`src/rtl/sc_edge_rx_pkg.sv`:
```
package sc_edge_rx_pkg;
  typedef enum logic [1:0] {
    PH_IDLE = 2'd0,
    PH_WAIT = 2'd1,
    PH_WIN  = 2'd2
  } phase_e;
endpackage

```
`src/rtl/sc_edge_rx_sync.sv`:
```
module sc_edge_rx_sync (
  input  logic clk_i,
  input  logic rst_ni,
  input  logic rx_i,
  output logic edge_o
);
  logic s1_q, s2_q, prev_q;

  always_ff @(posedge clk_i or negedge rst_ni) begin
    if (!rst_ni) begin
      s1_q   <= 1'b0;
      s2_q   <= 1'b0;
      prev_q <= 1'b0;
    end else begin
      s1_q   <= rx_i;
      s2_q   <= s1_q;
      prev_q <= s2_q;
    end
  end

  assign edge_o = s2_q ^ prev_q;
endmodule

```
`src/rtl/sc_edge_rx_timer.sv`:
```
module sc_edge_rx_timer
  import sc_edge_rx_pkg::*;
#(
  parameter int unsigned WAIT_TICKS = 490,
  parameter int unsigned WIN_TICKS  = 150,
  parameter int unsigned CNT_W      = 5
) (
  input  logic             clk_i,
  input  logic             rst_ni,
  input  logic             tick_i,
  input  logic             start_i,
  input  logic [CNT_W-1:0] nreq_i,
  output logic             in_win_o,
  output logic             win_end_o,
  output logic [CNT_W-1:0] idx_o,
  output logic             finish_o
);
  localparam int unsigned MAXT = (WAIT_TICKS > WIN_TICKS) ? WAIT_TICKS : WIN_TICKS;
  localparam int unsigned TW   = $clog2(MAXT + 1);
  localparam logic [TW-1:0] WAIT_LAST = TW'(WAIT_TICKS - 1);
  localparam logic [TW-1:0] WIN_LAST  = TW'(WIN_TICKS - 1);

  phase_e           ph_q;
  logic [TW-1:0]    tcnt_q;
  logic [CNT_W-1:0] idx_q, nreq_q;
  logic             wait_end, last_win;

  assign wait_end  = (ph_q == PH_WAIT) && tick_i && (tcnt_q == WAIT_LAST);
  assign win_end_o = (ph_q == PH_WIN) && tick_i && (tcnt_q == WIN_LAST) && !start_i;
  assign last_win  = (idx_q == nreq_q - 1'b1);
  assign in_win_o  = (ph_q == PH_WIN);
  assign idx_o     = idx_q;
  assign finish_o  = !start_i &&
                     ((wait_end && (nreq_q == '0)) || (win_end_o && last_win));

  always_ff @(posedge clk_i or negedge rst_ni) begin
    if (!rst_ni) begin
      ph_q   <= PH_IDLE;
      tcnt_q <= '0;
      idx_q  <= '0;
      nreq_q <= '0;
    end else if (start_i) begin
      ph_q   <= PH_WAIT;
      tcnt_q <= '0;
      idx_q  <= '0;
      nreq_q <= nreq_i;
    end else begin
      unique case (ph_q)
        PH_WAIT: if (tick_i) begin
          if (tcnt_q == WAIT_LAST) begin
            tcnt_q <= '0;
            ph_q   <= (nreq_q == '0) ? PH_IDLE : PH_WIN;
          end else begin
            tcnt_q <= tcnt_q + 1'b1;
          end
        end
        PH_WIN: if (tick_i) begin
          if (tcnt_q == WIN_LAST) begin
            tcnt_q <= '0;
            idx_q  <= idx_q + 1'b1;
            if (last_win) ph_q <= PH_IDLE;
          end else begin
            tcnt_q <= tcnt_q + 1'b1;
          end
        end
        default: ;
      endcase
    end
  end
endmodule

```
`src/rtl/sc_edge_rx_edgecnt.sv`:
```
module sc_edge_rx_edgecnt #(
  parameter int unsigned EDGE_W  = 8,
  parameter int unsigned EDGE_LO = 20,
  parameter int unsigned EDGE_HI = 60
) (
  input  logic clk_i,
  input  logic rst_ni,
  input  logic en_i,
  input  logic clr_i,
  input  logic edge_i,
  output logic bit_o
);
  localparam logic [EDGE_W-1:0] LO_V = EDGE_W'(EDGE_LO);
  localparam logic [EDGE_W-1:0] HI_V = EDGE_W'(EDGE_HI);

  logic [EDGE_W-1:0] cnt_q, eff;
  logic [EDGE_W:0]   sum;

  // count including this cycle's edge, so the closing cycle is not lost
  assign sum   = {1'b0, cnt_q} + {{EDGE_W{1'b0}}, (en_i & edge_i)};
  assign eff   = sum[EDGE_W] ? {EDGE_W{1'b1}} : sum[EDGE_W-1:0];
  assign bit_o = (eff > LO_V) && (eff < HI_V);

  always_ff @(posedge clk_i or negedge rst_ni) begin
    if (!rst_ni)      cnt_q <= '0;
    else if (clr_i)   cnt_q <= '0;
    else if (en_i)    cnt_q <= eff;
  end
endmodule

```
`src/rtl/sc_edge_rx.sv`:
```
module sc_edge_rx
  import sc_edge_rx_pkg::*;
#(
  parameter int unsigned WAIT_TICKS = 490,
  parameter int unsigned WIN_TICKS  = 150,
  parameter int unsigned EDGE_LO    = 20,
  parameter int unsigned EDGE_HI    = 60,
  parameter int unsigned EDGE_W     = 8,
  parameter int unsigned MAX_BITS   = 16,
  parameter int unsigned REQ_W      = 5,
  parameter int unsigned CNT_W      = $clog2(MAX_BITS + 1)
) (
  input  logic                clk_i,
  input  logic                rst_ni,
  input  logic                rx_i,
  input  logic                tick_i,
  input  logic                start_i,
  input  logic [REQ_W-1:0]    nbits_i,
  output logic [MAX_BITS-1:0] data_o,
  output logic [CNT_W-1:0]    nbits_o,
  output logic                valid_o
);
  localparam int unsigned DI_W = (MAX_BITS > 1) ? $clog2(MAX_BITS) : 1;

  logic             edge_s, in_win, win_end, finish, bit_val;
  logic [CNT_W-1:0] idx, req_clamped;
  logic [MAX_BITS-1:0] data_q;
  logic [CNT_W-1:0]    cnt_q;
  logic                valid_q;

  assign req_clamped = (int'(nbits_i) > int'(MAX_BITS)) ? CNT_W'(MAX_BITS)
                                                        : CNT_W'(nbits_i);

  sc_edge_rx_sync u_sync (
    .clk_i  (clk_i),
    .rst_ni (rst_ni),
    .rx_i   (rx_i),
    .edge_o (edge_s)
  );

  sc_edge_rx_timer #(
    .WAIT_TICKS (WAIT_TICKS),
    .WIN_TICKS  (WIN_TICKS),
    .CNT_W      (CNT_W)
  ) u_timer (
    .clk_i     (clk_i),
    .rst_ni    (rst_ni),
    .tick_i    (tick_i),
    .start_i   (start_i),
    .nreq_i    (req_clamped),
    .in_win_o  (in_win),
    .win_end_o (win_end),
    .idx_o     (idx),
    .finish_o  (finish)
  );

  sc_edge_rx_edgecnt #(
    .EDGE_W  (EDGE_W),
    .EDGE_LO (EDGE_LO),
    .EDGE_HI (EDGE_HI)
  ) u_edgecnt (
    .clk_i  (clk_i),
    .rst_ni (rst_ni),
    .en_i   (in_win),
    .clr_i  (win_end | start_i),
    .edge_i (edge_s),
    .bit_o  (bit_val)
  );

  always_ff @(posedge clk_i or negedge rst_ni) begin
    if (!rst_ni) begin
      data_q  <= '0;
      cnt_q   <= '0;
      valid_q <= 1'b0;
    end else if (start_i) begin
      data_q  <= '0;
      cnt_q   <= '0;
      valid_q <= 1'b0;
    end else begin
      valid_q <= finish;
      if (win_end) begin
        data_q[idx[DI_W-1:0]] <= bit_val;
        cnt_q                 <= cnt_q + 1'b1;
      end
    end
  end

  assign data_o  = data_q;
  assign nbits_o = cnt_q;
  assign valid_o = valid_q;
endmodule

```
`config.mk`:
```
export PLATFORM = sky130hd
export DESIGN_NAME = sc_edge_rx
export DESIGN_NICKNAME = d
export VERILOG_FILES = /design/src/rtl/sc_edge_rx_pkg.sv /design/src/rtl/sc_edge_rx_sync.sv /design/src/rtl/sc_edge_rx_timer.sv /design/src/rtl/sc_edge_rx_edgecnt.sv /design/src/rtl/sc_edge_rx.sv
export SDC_FILE = /design/constraint.sdc
export NUM_CORES = 1
export LEC_CHECK = 0
export BUFFER_PORTS_ARGS = -buffer_cell sky130_fd_sc_hd__buf_2
export CAP_MARGIN = 20
export CELL_PAD_IN_SITES_DETAIL_PLACEMENT = 0
export CELL_PAD_IN_SITES_GLOBAL_PLACEMENT = 1
export CORE_ASPECT_RATIO = 1.25
export CORE_MARGIN = 8
export CORE_UTILIZATION = 45
export DETAILED_ROUTE_END_ITERATION = 6
export MAX_ROUTING_LAYER = met4
export PLACE_DENSITY = 0.81
export REMOVE_ABC_BUFFERS = 1
export SETUP_SLACK_MARGIN = 0.1
export SKIP_LAST_GASP = 1
export SLEW_MARGIN = 20
export SYNTH_ARGS = -nofsm -noshare
export SYNTH_HDL_FRONTEND = slang
export SYNTH_SLANG_ARGS = --single-unit
```
`constraint.sdc`:
```
create_clock -name clk_i -period 3.1 [get_ports clk_i]
set_clock_uncertainty 0.1 [all_clocks]
set_input_delay 0.62 -clock clk_i [delete_from_list [all_inputs] [get_ports clk_i]]
set_output_delay 0.62 -clock clk_i [all_outputs]
set_load 0.005 [all_outputs]
```
# After elaboration in Yosys (flattened, before gate mapping)
# Index checks and enable logic that the tools add are counted.
totals:
  wordCells: 86
  out_inout_bits: 22
  reg_bits: 54
  input_bits: 10
op_classes:
  eq_ne: 10
  magnitude_cmp: 5
  add_sub_neg: 5
  n_reduce_logical: 22
  n_mux: 30
  bitwise: 3
ops:
  columns: ["operator", "count"]
  rows:
  - ["$mux 9", 5]
  - ["$mux 5", 7]
  - ["$mux 16", 2]
  - ["$mux 8", 3]
  - ["$pmux 9 s2", 1]
  - ["$bwmux 16", 1]
  - ["$ne 3x3->1 const B", 5]
  - ["$mux 2", 7]
  - ["$add 5x1->5 const B", 2]
  - ["$logic_and 1x1->1", 10]
  - ["$reduce_bool 2->1", 5]
  - ["$add 8x1->9", 1]
  - ["$add 9x1->9 const B", 1]
  - ["$eq 9x8->1 const B", 1]
  - ["$eq 9x9->1 const B", 1]
  - ["$gt 8x5->1 const B", 1]
  - ["$lt 8x6->1 const B", 1]
  - ["$reduce_and 3->1", 2]
  - ["$reduce_and 6->1", 1]
  - ["$eq 5x5->1", 1]
  - ["$gt 5x5->1 const B", 1]
  - ["$logic_not 5->1", 1]
  - ["$lt 4x5->1 const B", 1]
  - ["$sub 5x1->5 const B", 1]
  - ["12 further kinds", 13]

# Longest topological paths before layout
depth:
  ltp_word: 9
  depth_mapped: 11
  ltp_nobuf: 9

# By module
# From an unflattened synthesis, not the netlist that was laid out.
hier_totals:
  cells_unflattened: 312
  hier_area_um2: 3108.0
by_module_without_submodules:
  columns: ["mod", "instances", "area_per_inst_um2", "seq_area_each_um2", "cells_each"]
  rows:
  - ["sc_edge_rx_timer", 1, 1261.2, 525.5, 130]
  - ["sc_edge_rx", 1, 1127.3, 550.5, 104]
  - ["sc_edge_rx_edgecnt", 1, 635.6, 200.2, 74]
  - ["sc_edge_rx_sync", 1, 83.8, 75.1, 4]

# Worst setup path before layout
# No wires, ideal clock.
synth_path:
  kind: "flip-flop to flip-flop"
  startpoint: "register u_timer.ph_q[0]"
  endpoint: "register data_q[13], in the netlist data_o[13]"
  synth_period_minus_slack_ns: 2.660
  required_time_ns: 2.879
  arrival_ns: 2.439
  path_slack_ns: 0.440
  n_path_buf: 2
  path_stages_with_launch: 12
  setup_time_ns: 0.121
  path_cell_list: "dfrtp_1 nand2b_1 buf_6 nor2_1 ha_1 ha_1 nand2b_1 a21oi_1 o31a_1 o311ai_4 buf_6 o21ai_1"
synth_between:
  elab_chain_cells: 9
  word_cells_on_any_way: 14
  cone_classes: "add/sub (1); order compare (2); eq/ne (1); mux (4); bitwise (1); reduce/logical (5)"
synth_lines:
  columns: ["item", "line_no", "source"]
  rows:
  - ["start, declared", "sc_edge_rx_timer.sv:23", "phase_e ph_q;"]
  - ["start signal, assigned", "sc_edge_rx_timer.sv:52", "ph_q <= (nreq_q == '0) ? PH_IDLE : PH_WIN;"]
  - ["$eq 2x2->1 (*)", "sc_edge_rx_timer.sv:29, sc_edge_rx_timer.sv:31", null]
  - ["$and 1x1->1", "sc_edge_rx_edgecnt.sv:20", "assign sum = {1'b0, cnt_q} + {{EDGE_W{1'b0}}, (en_i & edge_i)};"]
  - ["$add 8x1->9", "sc_edge_rx_edgecnt.sv:20", null]
  - ["$mux 8", "sc_edge_rx_edgecnt.sv:21", "assign eff = sum[EDGE_W] ? {EDGE_W{1'b1}} : sum[EDGE_W-1:0];"]
  - ["$gt 8x5->1 or $lt 8x6->1 (tied branches)", "sc_edge_rx_edgecnt.sv:22", "assign bit_o = (eff > LO_V) && (eff < HI_V);"]
  - ["$logic_and 1x1->1", "sc_edge_rx_edgecnt.sv:22", null]
  - ["$bwmux 16", "sc_edge_rx.sv:82", "data_q[idx[DI_W-1:0]] <= bit_val;"]
  - ["$mux 16", "sc_edge_rx.sv:81", "if (win_end) begin"]
  - ["$mux 16", "sc_edge_rx.sv:75", "end else if (start_i) begin"]
  - ["end signal, assigned by index", "sc_edge_rx.sv:82", null]
  - ["end, declared", "sc_edge_rx.sv:27", "logic [MAX_BITS-1:0] data_q;"]
# Mark *: on every way between the ends. The rest lies on a longest branch, timed or not. The select of a mux whose other input is x is not followed.
# A chain may end at the register's enable or synchronous reset.

# Final worst setup path
layout_path:
  startpoint: "register u_timer.ph_q[0]"
  endpoint: "register data_q[0], in the netlist data_o[0]"
# The elaborated chain is that of the path after synthesis.

==> metrics.md <==
| Metric | Value |
|---|---|
| CP Cell Sequence | `nand2b_1 > nor2_1 > ha_1 > ha_2 > nand3_1 > nor2_1 > mux2i_1 > o311ai_4 > buf_4 > o21ai_0` |
| Cell Pwr Density | `400.4 nW/um2` |
| Crit-path slowest cell | `dfrtp_1` |
| Fmax | `0.3645 GHz` |
| CP Data Arrival Time | `roughly 2.9 ns` |
| Root Driver | `clkbuf_8` |
| H-tree levels | `2` |
| Crit-path max FO | `8` |
| Post-synth EDFFs | `0` |
| Core area | `6606 um2` |
| Total of max-cap violations | `0` |
| DR WL/cell | `14.25 um` |
| Clock transition at path regs | `0.10 ns` |
| Drt first-iter violations | `slightly above 90` |
| Worst Hold Class | `input port to async pin` |
| Outcome | `finished clean` |
| Via Count | `2,413` |
| Post-route minimum period | `2.743 ns` |
| P_leak | `0.001586 uW` |
| CP Class | `register to register` |
| Clock power share | `40.6%` |
| N_diodes | `0` |
| Crit path launch type | `register` |
| Initial antenna violation count | `0` |
| Reg power frac | `52.4%` |
| Yosys top cell area share | `43.83%` |
| Initial DRT Pass Iterations | `4` |
| Unrepaired setup endpoints after global routing | `no` |
| Yosys top cell by area | `dfrtp_1` |
| Hold Fails Final Rpt | `0` |
| Number of remaining DRC errors | `0` |
| Final setup TNS | `0 ns` |
| Filler cells | `approximately 640` |
| Starting Density | `46.67%` |
| Vias in the first global route | `2,443` |
| Die Width | `90.03 um` |
| Global-route wire length before repair | `11,280 um` |
| Most used cell, CP | `nor2_1` |
| Hold-fix buffer count after cts | `0` |
| Unique cell type count in the Yosys netlist | `51` |
| Post-synth top flop | `dfrtp_1` |
| Syn Inst Count | `328` |
| Slew margin rel. | `between 40 and 50%` |
| TritonCTS buffer count | `5` |
| Antenna viol nets, final | `0` |
| Top post-synthesis cells by count | `dfrtp_1 (54), nor2_1 (29), nand3_1 (26)` |
| Synthesized flop and latch total | `between 50 and 60` |
| Final period util | `between 80% and 90%` |
| Power share of the combinational group | `7.0%` |
| Pins Over Slew Limit | `0` |
| Die area | `9772 um2` |
| Post-layout util | `52.59%` |
| Maximum root-to-sink buffer count | `2` |
| Switch share | `22.39%` |
| Int Pwr | `1080 uW` |
| Yosys warning count | `0` |
| Most instantiated library cell after synthesis | `dfrtp_1` |
| PortBufs | `31` |
| Sw power | `311.4 uW` |
| Global-route usage over all layers | `14.05%` |
| Largest net degree at the start of global routing | `37` |
| Die Y | `108.5 um` |
| Row cnt | `33` |
| Detail-routed via count per cell | `5.386` |
| Final WL | `6384 um` |
| Post-synthesis sequential area ratio | `43.83%` |
| Post-synth ARST share | `100.0%` |
| Gpl congestion | `0.8132` |
| Kind of end point of the critical path | `register` |
| Worst vdd ir | `0.0002132 V` |
| TritonCTS clock tree | `yes` |
| Setup-failing EPs final | `0` |
| Area grow syn2layout | `12.70%` |
| Ranking of synthesized cells by area | `dfrtp_1 (44%), nand3_1 (4.2%), ha_1 (4.1%)` |
| Synthesized area per cell | `9.399 um2` |
| Tightest Pin Transition | `0.7762 ns` |
| Mapped Area | `about 3000 um2` |
| Layout cell share with drive strength beyond 1 | `16.34%` |
| Nets | `380` |
| Required time of the worst setup path | `around 3.2 ns` |
| Num Clock Sinks | `54` |
| Clk_lat worst skew | `0.31 ns` |
| DP Wirelength | `~4600 um` |
| Final global-route overflow total | `0` |
| Max stage delay on crit path | `0.45 ns` |
| I/O pin total | `32` |
logic make-up (layout without fill, tap and decap cells):
logic type,after synthesis,count (layout),share of synthesized area [%]
buf+inv,25,58,3.693
compound gates,63,63,13.03
mux,14,14,4.667
flops,54,54,43.83
fa+ha+maj,10,10,4.058
xor+xnor,16,16,4.546
simple gates,146,146,26.18
state kept, by name (all words and copies together) (netlist names):
signal / cells
u_sync.prev_q: 1
u_edgecnt.cnt_q: 8
valid_o: 1
data_o: 16
u_timer.nreq_q: 5
u_timer.ph_q: 2
u_timer.idx_o: 5
u_sync.s2_q: 1
nbits_o: 5
u_timer.tcnt_q: 9
u_sync.s1_q: 1
routing by layer:
metal	vias up	wire length [um]	global-route usage (%)
met5	-	0	-
met4	0	79	5.006
met3	6	227	2.841
met2	34	3111	23.34
met1	1142	2965	16.62
li1	1231	-	-
power groups by stage:
stage	registers (uW)	logic [uW]	clock network, uW
final	730	97.1	565
after global routing	733	112	611
after global placement	743	97.6	0
after floorplan	741	56.7	0
after detailed placement	744	98.9	0
after CTS	730	99.4	580
metrics by stage:
step                      worst slack [ns]  total power (uW)  instance area, um2  cells  hold WS [ns]
final                               0.3566              1391                3475    448        0.1228
after global placement              0.2176             841.0                3319    438        0.2376
after CTS                           0.1071              1410                3457    446        0.1378
after detailed placement           0.09649             842.8                3319    438        0.2347
after global routing                0.1394              1456                3475    448        0.1563
after floorplan                     0.3355             797.3                3010    314        0.2244
cell type report:
cell class | instances | area [um2] | area share (%)
multi-input combinational | 249 | 1620 | 46.63
clock buffer | 5 | 68.82 | 1.981
tap | 87 | 108.9 | 3.133
timing repair buffer | 39 | 215.2 | 6.194
clock inverter | 3 | 68.82 | 1.981
inverter | 11 | 41.29 | 1.188
sequential | 54 | 1351 | 38.89
worst max-delay path: cells and delay by family, from the launching register on:
| kind | cells | cell delay [ns] |
|---|---|---|
| AOI/OAI and AO/OA | 2 | 0.32 |
| adders and majority gates | 2 | 0.58 |
| buffers and inverters | 1 | 0.19 |
| DFF | 1 | 0.45 |
| muxes | 1 | 0.30 |
| and+or+nand+nor | 4 | 0.74 |
placed cells by master, fill, tap and decap left out, types with 10 or more instances in the layout:
cell	count
mux2i_1	11
nand3_1	26
nand2_1	25
inv_1	11
a21oi_1	17
nand2b_1	12
dfrtp_1	54
nand3b_1	10
o21ai_0	22
buf_2	31
nor2_1	29
final timing paths:
| kind | from | endpoint | slack, ns | depth (start not counted) |
|---|---|---|---|---|
| min reg2reg | u_sync.s1_q | u_sync.s2_q | 0.25 | 0 |
| min | rst_ni | u_edgecnt.cnt_q[4] | 0.12 | 1 |
| max | u_timer.ph_q[0] | data_o[0] | 0.36 | 10 |
| max reg2reg | u_timer.ph_q[0] | data_o[0] | 0.36 | 10 |
| max in group asynchronous | rst_ni | nbits_o[4] | 1.96 | 2 |
| min in group clk_i | u_sync.s1_q | u_sync.s2_q | 0.25 | 0 |
repair_timing:
action,CTS,global route
endpoints found under the setup margin,0,16
setup buffers,0,2
gates resized for setup,0,1
(Power assumes the default switching activity.)
